### src/rtl/nov_pkg.sv
package nov_pkg;

  typedef enum logic [2:0] {
    ST_OFF       = 3'd0,
    ST_LS_ON     = 3'd1,
    ST_HS_WAIT   = 3'd2,
    ST_HS_SETTLE = 3'd3,
    ST_HS_ON     = 3'd4,
    ST_LS_WAIT   = 3'd5
  } nov_state_e;

  function automatic int unsigned nov_max3(int unsigned a, int unsigned b, int unsigned c);
    int unsigned m;
    m = (a > b) ? a : b;
    return (m > c) ? m : c;
  endfunction

endpackage

### src/rtl/nov_sync.sv
module nov_sync #(
  parameter int unsigned W      = 1,
  parameter int unsigned STAGES = 2
) (
  input  logic         clk,
  input  logic         rst_n,
  input  logic [W-1:0] d_i,
  output logic [W-1:0] q_o
);

  logic [STAGES-1:0][W-1:0] pipe_q;

  generate
    if (STAGES == 1) begin : g_one
      always_ff @(posedge clk or negedge rst_n) begin
        if (!rst_n) pipe_q <= '0;
        else        pipe_q <= d_i;
      end
    end else begin : g_chain
      always_ff @(posedge clk or negedge rst_n) begin
        if (!rst_n) pipe_q <= '0;
        else        pipe_q <= {pipe_q[STAGES-2:0], d_i};
      end
    end
  endgenerate

  assign q_o = pipe_q[STAGES-1];

endmodule

### src/rtl/nov_timer.sv
module nov_timer #(
  parameter int unsigned W = 4
) (
  input  logic         clk,
  input  logic         rst_n,
  input  logic         load_i,
  input  logic [W-1:0] val_i,
  output logic         done_o
);

  logic [W-1:0] cnt_q;
  logic [W-1:0] cnt_d;
  logic         cnt_en;

  assign cnt_en = load_i || (cnt_q != '0);
  assign cnt_d  = load_i ? val_i : (cnt_q - 1'b1);

  always_ff @(posedge clk or negedge rst_n) begin
    if (!rst_n)      cnt_q <= '0;
    else if (cnt_en) cnt_q <= cnt_d;
  end

  assign done_o = (cnt_q == '0);

endmodule

### src/rtl/nov_gate_seq.sv
module nov_gate_seq
  import nov_pkg::*;
#(
  parameter int unsigned SYNC_STAGES = 2,
  parameter int unsigned MIN_ON_CYC  = 8,   // >= 1
  parameter int unsigned MIN_OFF_CYC = 28,  // >= 1
  parameter int unsigned LS_TMO_CYC  = 35,  // >= 1
  parameter int unsigned SETTLE_CYC  = 2    // >= 1
) (
  input  logic clk,
  input  logic rst_n,
  input  logic pwm_i,
  input  logic en_i,
  input  logic supply_ok_i,
  input  logic ls_low_i,
  input  logic sw_low_i,
  output logic hs_gate_o,
  output logic ls_gate_o
);

  localparam int unsigned PH_MAX = nov_max3(SETTLE_CYC - 1, MIN_ON_CYC - 1, LS_TMO_CYC - 1);
  localparam int unsigned PH_W   = $clog2(PH_MAX + 1) < 1 ? 1 : $clog2(PH_MAX + 1);
  localparam int unsigned OFF_W  = $clog2(MIN_OFF_CYC) < 1 ? 1 : $clog2(MIN_OFF_CYC);
  localparam int unsigned HSR_W  = $clog2(MIN_ON_CYC + 1);
  localparam int unsigned LSR_W  = $clog2(MIN_OFF_CYC + 1);

  // reset: asserted asynchronously, released after two clock edges
  logic [1:0] rst_pipe_q;
  logic       rst_core_n;

  always_ff @(posedge clk or negedge rst_n) begin
    if (!rst_n) rst_pipe_q <= 2'b00;
    else        rst_pipe_q <= {rst_pipe_q[0], 1'b1};
  end
  assign rst_core_n = rst_pipe_q[1];

  // input synchronisers
  logic pwm_s, en_s, ls_low_s, sw_low_s;

  nov_sync #(.W(4), .STAGES(SYNC_STAGES)) u_sync (
    .clk   (clk),
    .rst_n (rst_core_n),
    .d_i   ({pwm_i, en_i, ls_low_i, sw_low_i}),
    .q_o   ({pwm_s, en_s, ls_low_s, sw_low_s})
  );

  // state and outputs
  nov_state_e state_q, state_d;
  logic       hs_q, ls_q;
  logic       run_ok;
  logic            ph_load, ph_done;
  logic [PH_W-1:0] ph_val;
  logic            off_load, off_done;

  assign run_ok = en_s && supply_ok_i;

  always_comb begin
    state_d = state_q;
    ph_load = 1'b0;
    ph_val  = '0;
    if (!run_ok) begin
      state_d = ST_OFF;
    end else begin
      unique case (state_q)
        ST_OFF: begin
          if (!pwm_s && off_done) state_d = ST_LS_ON;
        end
        ST_LS_ON: begin
          if (pwm_s) state_d = ST_HS_WAIT;
        end
        ST_HS_WAIT: begin
          if (ls_low_s) begin
            state_d = ST_HS_SETTLE;
            ph_load = 1'b1;
            ph_val  = PH_W'(SETTLE_CYC - 1);
          end
        end
        ST_HS_SETTLE: begin
          if (ph_done) begin
            state_d = ST_HS_ON;
            ph_load = 1'b1;
            ph_val  = PH_W'(MIN_ON_CYC - 1);
          end
        end
        ST_HS_ON: begin
          if (!pwm_s && ph_done) begin
            state_d = ST_LS_WAIT;
            ph_load = 1'b1;
            ph_val  = PH_W'(LS_TMO_CYC - 1);
          end
        end
        ST_LS_WAIT: begin
          if ((sw_low_s || ph_done) && off_done) state_d = ST_LS_ON;
        end
        default: state_d = ST_OFF;
      endcase
    end
  end

  // off window starts whenever the low-side request drops
  assign off_load = ls_q && (state_d != ST_LS_ON);

  nov_timer #(.W(PH_W)) u_ph_tmr (
    .clk    (clk),
    .rst_n  (rst_core_n),
    .load_i (ph_load),
    .val_i  (ph_val),
    .done_o (ph_done)
  );

  nov_timer #(.W(OFF_W)) u_off_tmr (
    .clk    (clk),
    .rst_n  (rst_core_n),
    .load_i (off_load),
    .val_i  (OFF_W'(MIN_OFF_CYC - 1)),
    .done_o (off_done)
  );

  always_ff @(posedge clk or negedge rst_core_n) begin
    if (!rst_core_n) begin
      state_q <= ST_OFF;
      hs_q    <= 1'b0;
      ls_q    <= 1'b0;
    end else begin
      state_q <= state_d;
      hs_q    <= (state_d == ST_HS_ON);
      ls_q    <= (state_d == ST_LS_ON);
    end
  end

  assign hs_gate_o = hs_q;
  assign ls_gate_o = ls_q;

  // width monitors for the assertions below
  logic [HSR_W-1:0] hs_run_q;
  logic [LSR_W-1:0] ls_off_run_q;

  always_ff @(posedge clk or negedge rst_core_n) begin
    if (!rst_core_n)                          hs_run_q <= '0;
    else if (!hs_q)                           hs_run_q <= '0;
    else if (hs_run_q < HSR_W'(MIN_ON_CYC))   hs_run_q <= hs_run_q + 1'b1;
  end

  always_ff @(posedge clk or negedge rst_core_n) begin
    if (!rst_core_n)                          ls_off_run_q <= LSR_W'(MIN_OFF_CYC);
    else if (ls_q)                            ls_off_run_q <= '0;
    else if (ls_off_run_q < LSR_W'(MIN_OFF_CYC)) ls_off_run_q <= ls_off_run_q + 1'b1;
  end

  AST_NO_OVERLAP: assert property (@(posedge clk) disable iff (!rst_core_n)
    !(hs_q && ls_q));

  AST_HS_AFTER_LS_OFF: assert property (@(posedge clk) disable iff (!rst_core_n)
    $rose(hs_q) |-> !$past(ls_q));

  AST_LS_AFTER_HS_OFF: assert property (@(posedge clk) disable iff (!rst_core_n)
    $rose(ls_q) |-> !$past(hs_q));

  AST_SUPPLY_DROP: assert property (@(posedge clk) disable iff (!rst_core_n)
    !supply_ok_i |=> (!hs_q && !ls_q));

  AST_ENABLE_DROP: assert property (@(posedge clk) disable iff (!rst_core_n)
    !en_s |=> (!hs_q && !ls_q));

  AST_MIN_ON: assert property (@(posedge clk) disable iff (!rst_core_n)
    ($fell(hs_q) && state_q != ST_OFF) |-> (hs_run_q >= HSR_W'(MIN_ON_CYC)));

  AST_MIN_OFF: assert property (@(posedge clk) disable iff (!rst_core_n)
    $rose(ls_q) |-> (ls_off_run_q >= LSR_W'(MIN_OFF_CYC)));

  AST_RESUME_LOW: assert property (@(posedge clk) disable iff (!rst_core_n)
    ($rose(ls_q) && $past(state_q) == ST_OFF) |-> !$past(pwm_s));

endmodule

### config.mk
export PLATFORM = sky130hd
export DESIGN_NAME = nov_gate_seq
export DESIGN_NICKNAME = d
export VERILOG_FILES = /design/src/rtl/nov_pkg.sv /design/src/rtl/nov_sync.sv /design/src/rtl/nov_timer.sv /design/src/rtl/nov_gate_seq.sv
export SDC_FILE = /design/constraint.sdc
export NUM_CORES = 1
export LEC_CHECK = 0
export BUFFER_PORTS_ARGS = -buffer_cell sky130_fd_sc_hd__buf_4
export CAP_MARGIN = 20
export CELL_PAD_IN_SITES_DETAIL_PLACEMENT = 2
export CELL_PAD_IN_SITES_GLOBAL_PLACEMENT = 2
export CORE_UTILIZATION = 38
export CTS_CLUSTER_DIAMETER = 60
export CTS_CLUSTER_SIZE = 40
export DETAILED_ROUTE_END_ITERATION = 8
export GPL_ROUTABILITY_DRIVEN = 0
export PLACE_DENSITY = 0.83
export SLEW_MARGIN = 0
export SYNTH_ARGS = -nofsm -noshare
export SYNTH_HDL_FRONTEND = slang
export SYNTH_SLANG_ARGS = --single-unit
### constraint.sdc
create_clock -name clk -period 1 [get_ports clk]
set_input_delay 0.05 -clock clk [delete_from_list [all_inputs] [get_ports clk]]
set_output_delay 0.05 -clock clk [all_outputs]
set_load 0.005 [all_outputs]
==> results.txt, run 1 <==
The flow did not finish. The flow halted during clock tree synthesis. The first error in the log reads "[ERROR DPL-0033] detailed placement checks failed during check placement".

In this run, post-CTS repair resized a total of 33 instances. Of the synthesized area, sequential elements account for 0.505. The top-level port count is 9. The most frequent cell after synthesis is dfrtp_1.

Of the total synthesized cell area, the portion taken by AND, OR, NAND and NOR gates is 0.239. The proportion of synthesized area in mux cells is 0.0165. The count of flip-flops with a built-in enable after synthesis is 0. The number of sinks handled by clock tree synthesis is 26. Yosys attributes the largest share of cell area to dfrtp_1 (50%), a21oi_1 (4.3%), xnor2_1 (3.4%). Ranked by instance count, the synthesized netlist is headed by dfrtp_1 (26), a21oi_1 (11), nor2_1 (11), nor4_1 (6). The share of synthesized area in the top cell type comes to 0.505. The post-CTS setup buffer count is 12. The H-tree depth is 1. After synthesis, the largest family of logic cells by area is simple AND/OR/NAND/NOR gates.

The area fraction in compound gates after synthesis came to 0.141. The cell count after synthesis came out at 122. The register bit total from synthesis came out at 26.

The width of the chip is 60.2 um. The number of cell rows came out at 20. The post-synthesis cell type count came out at 43. For this run, asynchronously set or reset flops after synthesis account for 1.00. For this run, the number of Yosys warnings is 0. The root buffer selected by CTS is clkbuf_4. Of the total synthesized cell area, the portion taken by XOR and XNOR cells is 0.0340.

The prevailing post-synth register cell is dfrtp_1. The effective utilization at floorplan is 0.412. Detailed placement ended at an HPWL of 3.44 mm. The largest buffer count on any clock path came out at 2. The adder-cell area share of the yosys netlist is 0.0291.

The post-synthesis instance area came out at 1290 um^2. The count of input and output buffers is 8. The synthesized design spends more area on one cell type than any other, namely dfrtp_1. Averaged over all synthesized cells, the footprint is 10.6 um^2. The synthesized net count came out at 132.

The vertical die dimension came out at 60.2 um. The clock buffer count from CTS is 3. The hold buffer count at cts is 5.
-- kinds of logic after synthesis --
family	Yosys count
AND/OR/NAND/NOR	47
AO/OA/AOI/OAI	29
flip-flops	26
buffers and inverters	9
XOR/XNOR	5
adder cells (fa/ha/maj)	3
multiplexers	2
other	1
-- stage by stage --
step           instance area [um^2]  std cells  setup WS (ps)  setup TNS, ps
3_5_place_dp                   1720        207           -876         -11710
3_3_place_gp                   1720        207           -765          -9650
2_1_floorplan                  1350        122           -656          -8770
==> inputs of run 2 (changes only) <==
--- a/config.mk
+++ b/config.mk
@@ -7,14 +7,10 @@
 export LEC_CHECK = 0
 export BUFFER_PORTS_ARGS = -buffer_cell sky130_fd_sc_hd__buf_4
 export CAP_MARGIN = 20
-export CELL_PAD_IN_SITES_DETAIL_PLACEMENT = 2
-export CELL_PAD_IN_SITES_GLOBAL_PLACEMENT = 2
-export CORE_UTILIZATION = 38
-export CTS_CLUSTER_DIAMETER = 60
-export CTS_CLUSTER_SIZE = 40
+export CORE_UTILIZATION = 25
 export DETAILED_ROUTE_END_ITERATION = 8
 export GPL_ROUTABILITY_DRIVEN = 0
-export PLACE_DENSITY = 0.83
+export PLACE_DENSITY_LB_ADDON = 0.15
 export SLEW_MARGIN = 0
 export SYNTH_ARGS = -nofsm -noshare
 export SYNTH_HDL_FRONTEND = slang
==> results.txt, run 2 <==
The number of nets in the synthesized netlist is 132. In this run the worst hold path is classified as in2async. Leaving out fill and tap cells, the most frequent cell in the layout is buf_4. In this run the cell area of the synthesized design comes to 1290 um^2. The final routed wire length divided by cell count is 13.7 um. The endpoint identified for the worst register-to-register timing path is ls_gate_o$_DFF_PN0_. The post-synthesis cell type count is 43. The checks that failed: negative setup slack. The number of maximum-capacitance constraint violations came out at 0. The via count of the first global-routing pass is 1152.

The final-report max-slew violation count is 0. Setup repair after global routing could not meet its margin everywhere. The die area is 5450 um^2. TritonCTS built the clock tree. The mean post-synth cell area came out at 10.6 um^2. The clock insertion delay at the later pin of the skew report came out at 270 ps. The worst setup path is launched from a flip-flop. Of the total power, the share spent switching nets is 0.367. The antenna cell count is 0. The worst setup path is captured at a flip-flop. The placeable core region came out at 4850 um^2. The die is 73.8 um tall.

The largest net degree at the start of global routing came out at 25. The instance count after placement with tap cells included is 230. The most frequent cell after synthesis is dfrtp_1.

The critical path startpoint is u_ph_tmr.cnt_q[0]$_DFFE_PN0P_. The final setup violation count came out at 16. The largest buffer count on any clock path is 2. For this run, the post-layout net count is 190. The total congestion overflow after global routing came out at 0. The first TritonRoute pass finished after 4 iterations. Clock tree synthesis selected as its root buffer the cell clkbuf_8. In this run the worst setup path terminates at ls_gate_o$_DFF_PN0_.

The post-layout instance area is 2160 um^2. After synthesis, the most frequently instantiated cells are dfrtp_1 (26), a21oi_1 (11), nor2_1 (11), nor4_1 (6). The effective utilization at floorplan is 0.266. The share of the Yosys chip area taken by registers is 0.505.

For this design the ratio of total power to cell area is 2270 nW/um^2. The number of instances in the synthesized netlist is 122. The worst reg2reg path depth is 6. The combinational power share is 0.540. The top-level port count is 9.

The total track usage is 0.129. The post-route core utilization came out at 0.445. After synthesis, the cell types taking the most area are dfrtp_1 (50%), a21oi_1 (4.3%), xnor2_1 (3.4%). The flop-to-flop setup slack is -730 ps.

The worst-case vdd ir drop is 0.000998 V. The number of sinks handled by clock tree synthesis came out at 26. The final cell count without fillers is 246.

The number of nets still failing antenna checks after routing came out at 0. The fraction of post-synthesis cell area in the top cell type by area came out at 0.505. In the routed layout, each cell is associated on average with a via count of 4.69.

The type of the worst setup path is reg2reg. The static power due to leakage is 0.000898 uW. The arrival time at the worst endpoint is 1890 ps.

The sequential share of power came out at 0.322. The flow ran to the end, but the final reports show violations. The layout overhead on the synthesized area came out at 67.3%. The largest total area in the synthesized netlist belongs to dfrtp_1. Along the worst path, the maximum fanout reaches 8. The width of the chip is 73.8 um. The clock buffer count from CTS is 3. The register bank with the most flops is u_ph_tmr.cnt_q.

The first-pass GRT wire length is 5.35 mm. In the layout the commonest cells are buf_4 (41), dfrtp_1 (24), nor2_1 (10), buf_6 (10), a21oi_1 (6). The clock skew after layout is 4.12 ps. The fraction of final layout cells with drive strength greater than 1 is 0.542.

The residual DRC count is 0. The design internal power is 3090 uW. The number of failing hold endpoints at the final stage is 0. The prevailing post-synth register cell is dfrtp_1. The number of flip-flops under the largest register name came out at 6. The net switching power is 1790 uW. The worst register-to-register path begins at u_ph_tmr.cnt_q[0]$_DFFE_PN0P_.

The async set or reset register ratio after synthesis is 1.00. The timing-limited maximum frequency is 0.578 GHz. Summed over all nets, the half-perimeter wirelength after detailed placement is 2.26 mm. The vias after detailed routing is 1153. The worst-case setup margin in the final layout is -731 ps. The post-CTS clock slew at the launch and capture registers of the worst setup and hold paths is 90 ps.

The number of DRC markers after the initial detailed-route iteration came out at 49. The synthesis warning total came out at 0. CTS built an H-tree with a depth of 1. The total wirelength of the detailed-routed design came out at 3.36 mm. OpenSTA, run right after detailed placement, puts the worst setup slack at -866 ps. The largest registers in the layout are u_ph_tmr.cnt_q (6), u_off_tmr.cnt_q (5). The number of antenna violations at the first check in global routing came out at 0. The data required time at the worst endpoint came out at 1160 ps. The clock network fraction of total power is 0.138. The register bit total from synthesis came out at 26. The number of cell rows is 25. The count of flip-flops with a built-in enable after synthesis came out at 0. The count of input and output buffers is 8.

The instance area at placement came out at 1750 um^2. The final critical-path share of the clock period came out at 1.73. The final critical path time including I/O delays and setup came out at 1730 ps.
## run 2: cell counts after synthesis
Identical to the previous run, type by type.
## run 2: power groups by stage
stage | Sequential [uW] | Clock [uW] | Combinational, uW
6_report | 1570 | 676 | 2640
5_1_grt | 1610 | 739 | 2860
4_1_cts | 1550 | 698 | 2250
3_5_place_dp | 1560 | 0 | 1950
3_3_place_gp | 1550 | 0 | 1920
2_1_floorplan | 1620 | 0 | 1020
## run 2: area by class of cell
| class | instances | area (um^2) |
|---|---|---|
| multi-input combinational | 87 | 855 |
| sequential | 26 | 653 |
| inverter | 5 | 18.8 |
| timing repair buffer | 57 | 490 |
| fill | 458 | 2690 |
| clock buffer | 4 | 55.1 |
| tap | 67 | 83.8 |
## run 2: worst min path at each step
stage	endpoint	start	depth (start not counted)
after global routing	rst_pipe_q[0]$_DFF_PN0_	rst_n	2
after global placement	rst_pipe_q[0]$_DFF_PN0_	rst_n	1
after CTS	rst_pipe_q[0]$_DFF_PN0_	rst_n	2
final	rst_pipe_q[0]$_DFF_PN0_	rst_n	2
after floorplan	rst_pipe_q[0]$_DFF_PN0_	rst_n	0
after detailed placement	rst_pipe_q[0]$_DFF_PN0_	rst_n	1
## run 2: stage by stage
stage	power (uW)	hold slack, ps	TNS [ps]
5_1_grt	5210	82.4	-11370
2_1_floorplan	2640	-246	-8770
3_5_place_dp	3510	-165	-10700
6_report	4880	91.3	-10030
4_1_cts	4500	85.0	-10240
3_3_place_gp	3470	-167	-10470
## run 2: kinds of logic (layout without fill, tap and decap cells)
group / after synthesis / in the layout / share of synthesized area
AND/OR/NAND/NOR: 47 / 47 / 0.239
AO/OA/AOI/OAI: 29 / 29 / 0.141
flip-flops: 26 / 26 / 0.505
buffers and inverters: 9 / 66 / 0.0330
XOR/XNOR: 5 / 5 / 0.0340
adder cells (fa/ha/maj): 3 / 3 / 0.0291
multiplexers: 2 / 2 / 0.0165
other: 1 / 1 / 0.00291
## run 2: critical path: stages (launching register included)
cell       delay (ps)
dfrtp_1           380
inv_1              60
ha_2              180
or3b_4            400
nor3_4            170
o2111ai_4         210
and3b_1           230
## run 2: metal layers
| layer | track usage | share of wire | up-vias |
|---|---|---|---|
| li1 | - | - | 559 |
| met1 | 0.166 | 0.44 | 578 |
| met2 | 0.220 | 0.53 | 14 |
| met3 | 0.0219 | 0.022 | 2 |
| met4 | 0.0406 | 0.0071 | 0 |
| met5 | 0 | 0 | - |
## run 2: repair_timing
item / 4_1_cts / 5_1_grt
resized for setup: 18 / 33
setup buffers: 5 / 2
hold buffers: 5 / 0
setup endpoints to repair: 16 / 16
pin swaps: 6 / 9
hold endpoints to repair: 6 / 0
(Power assumes the default switching activity.)
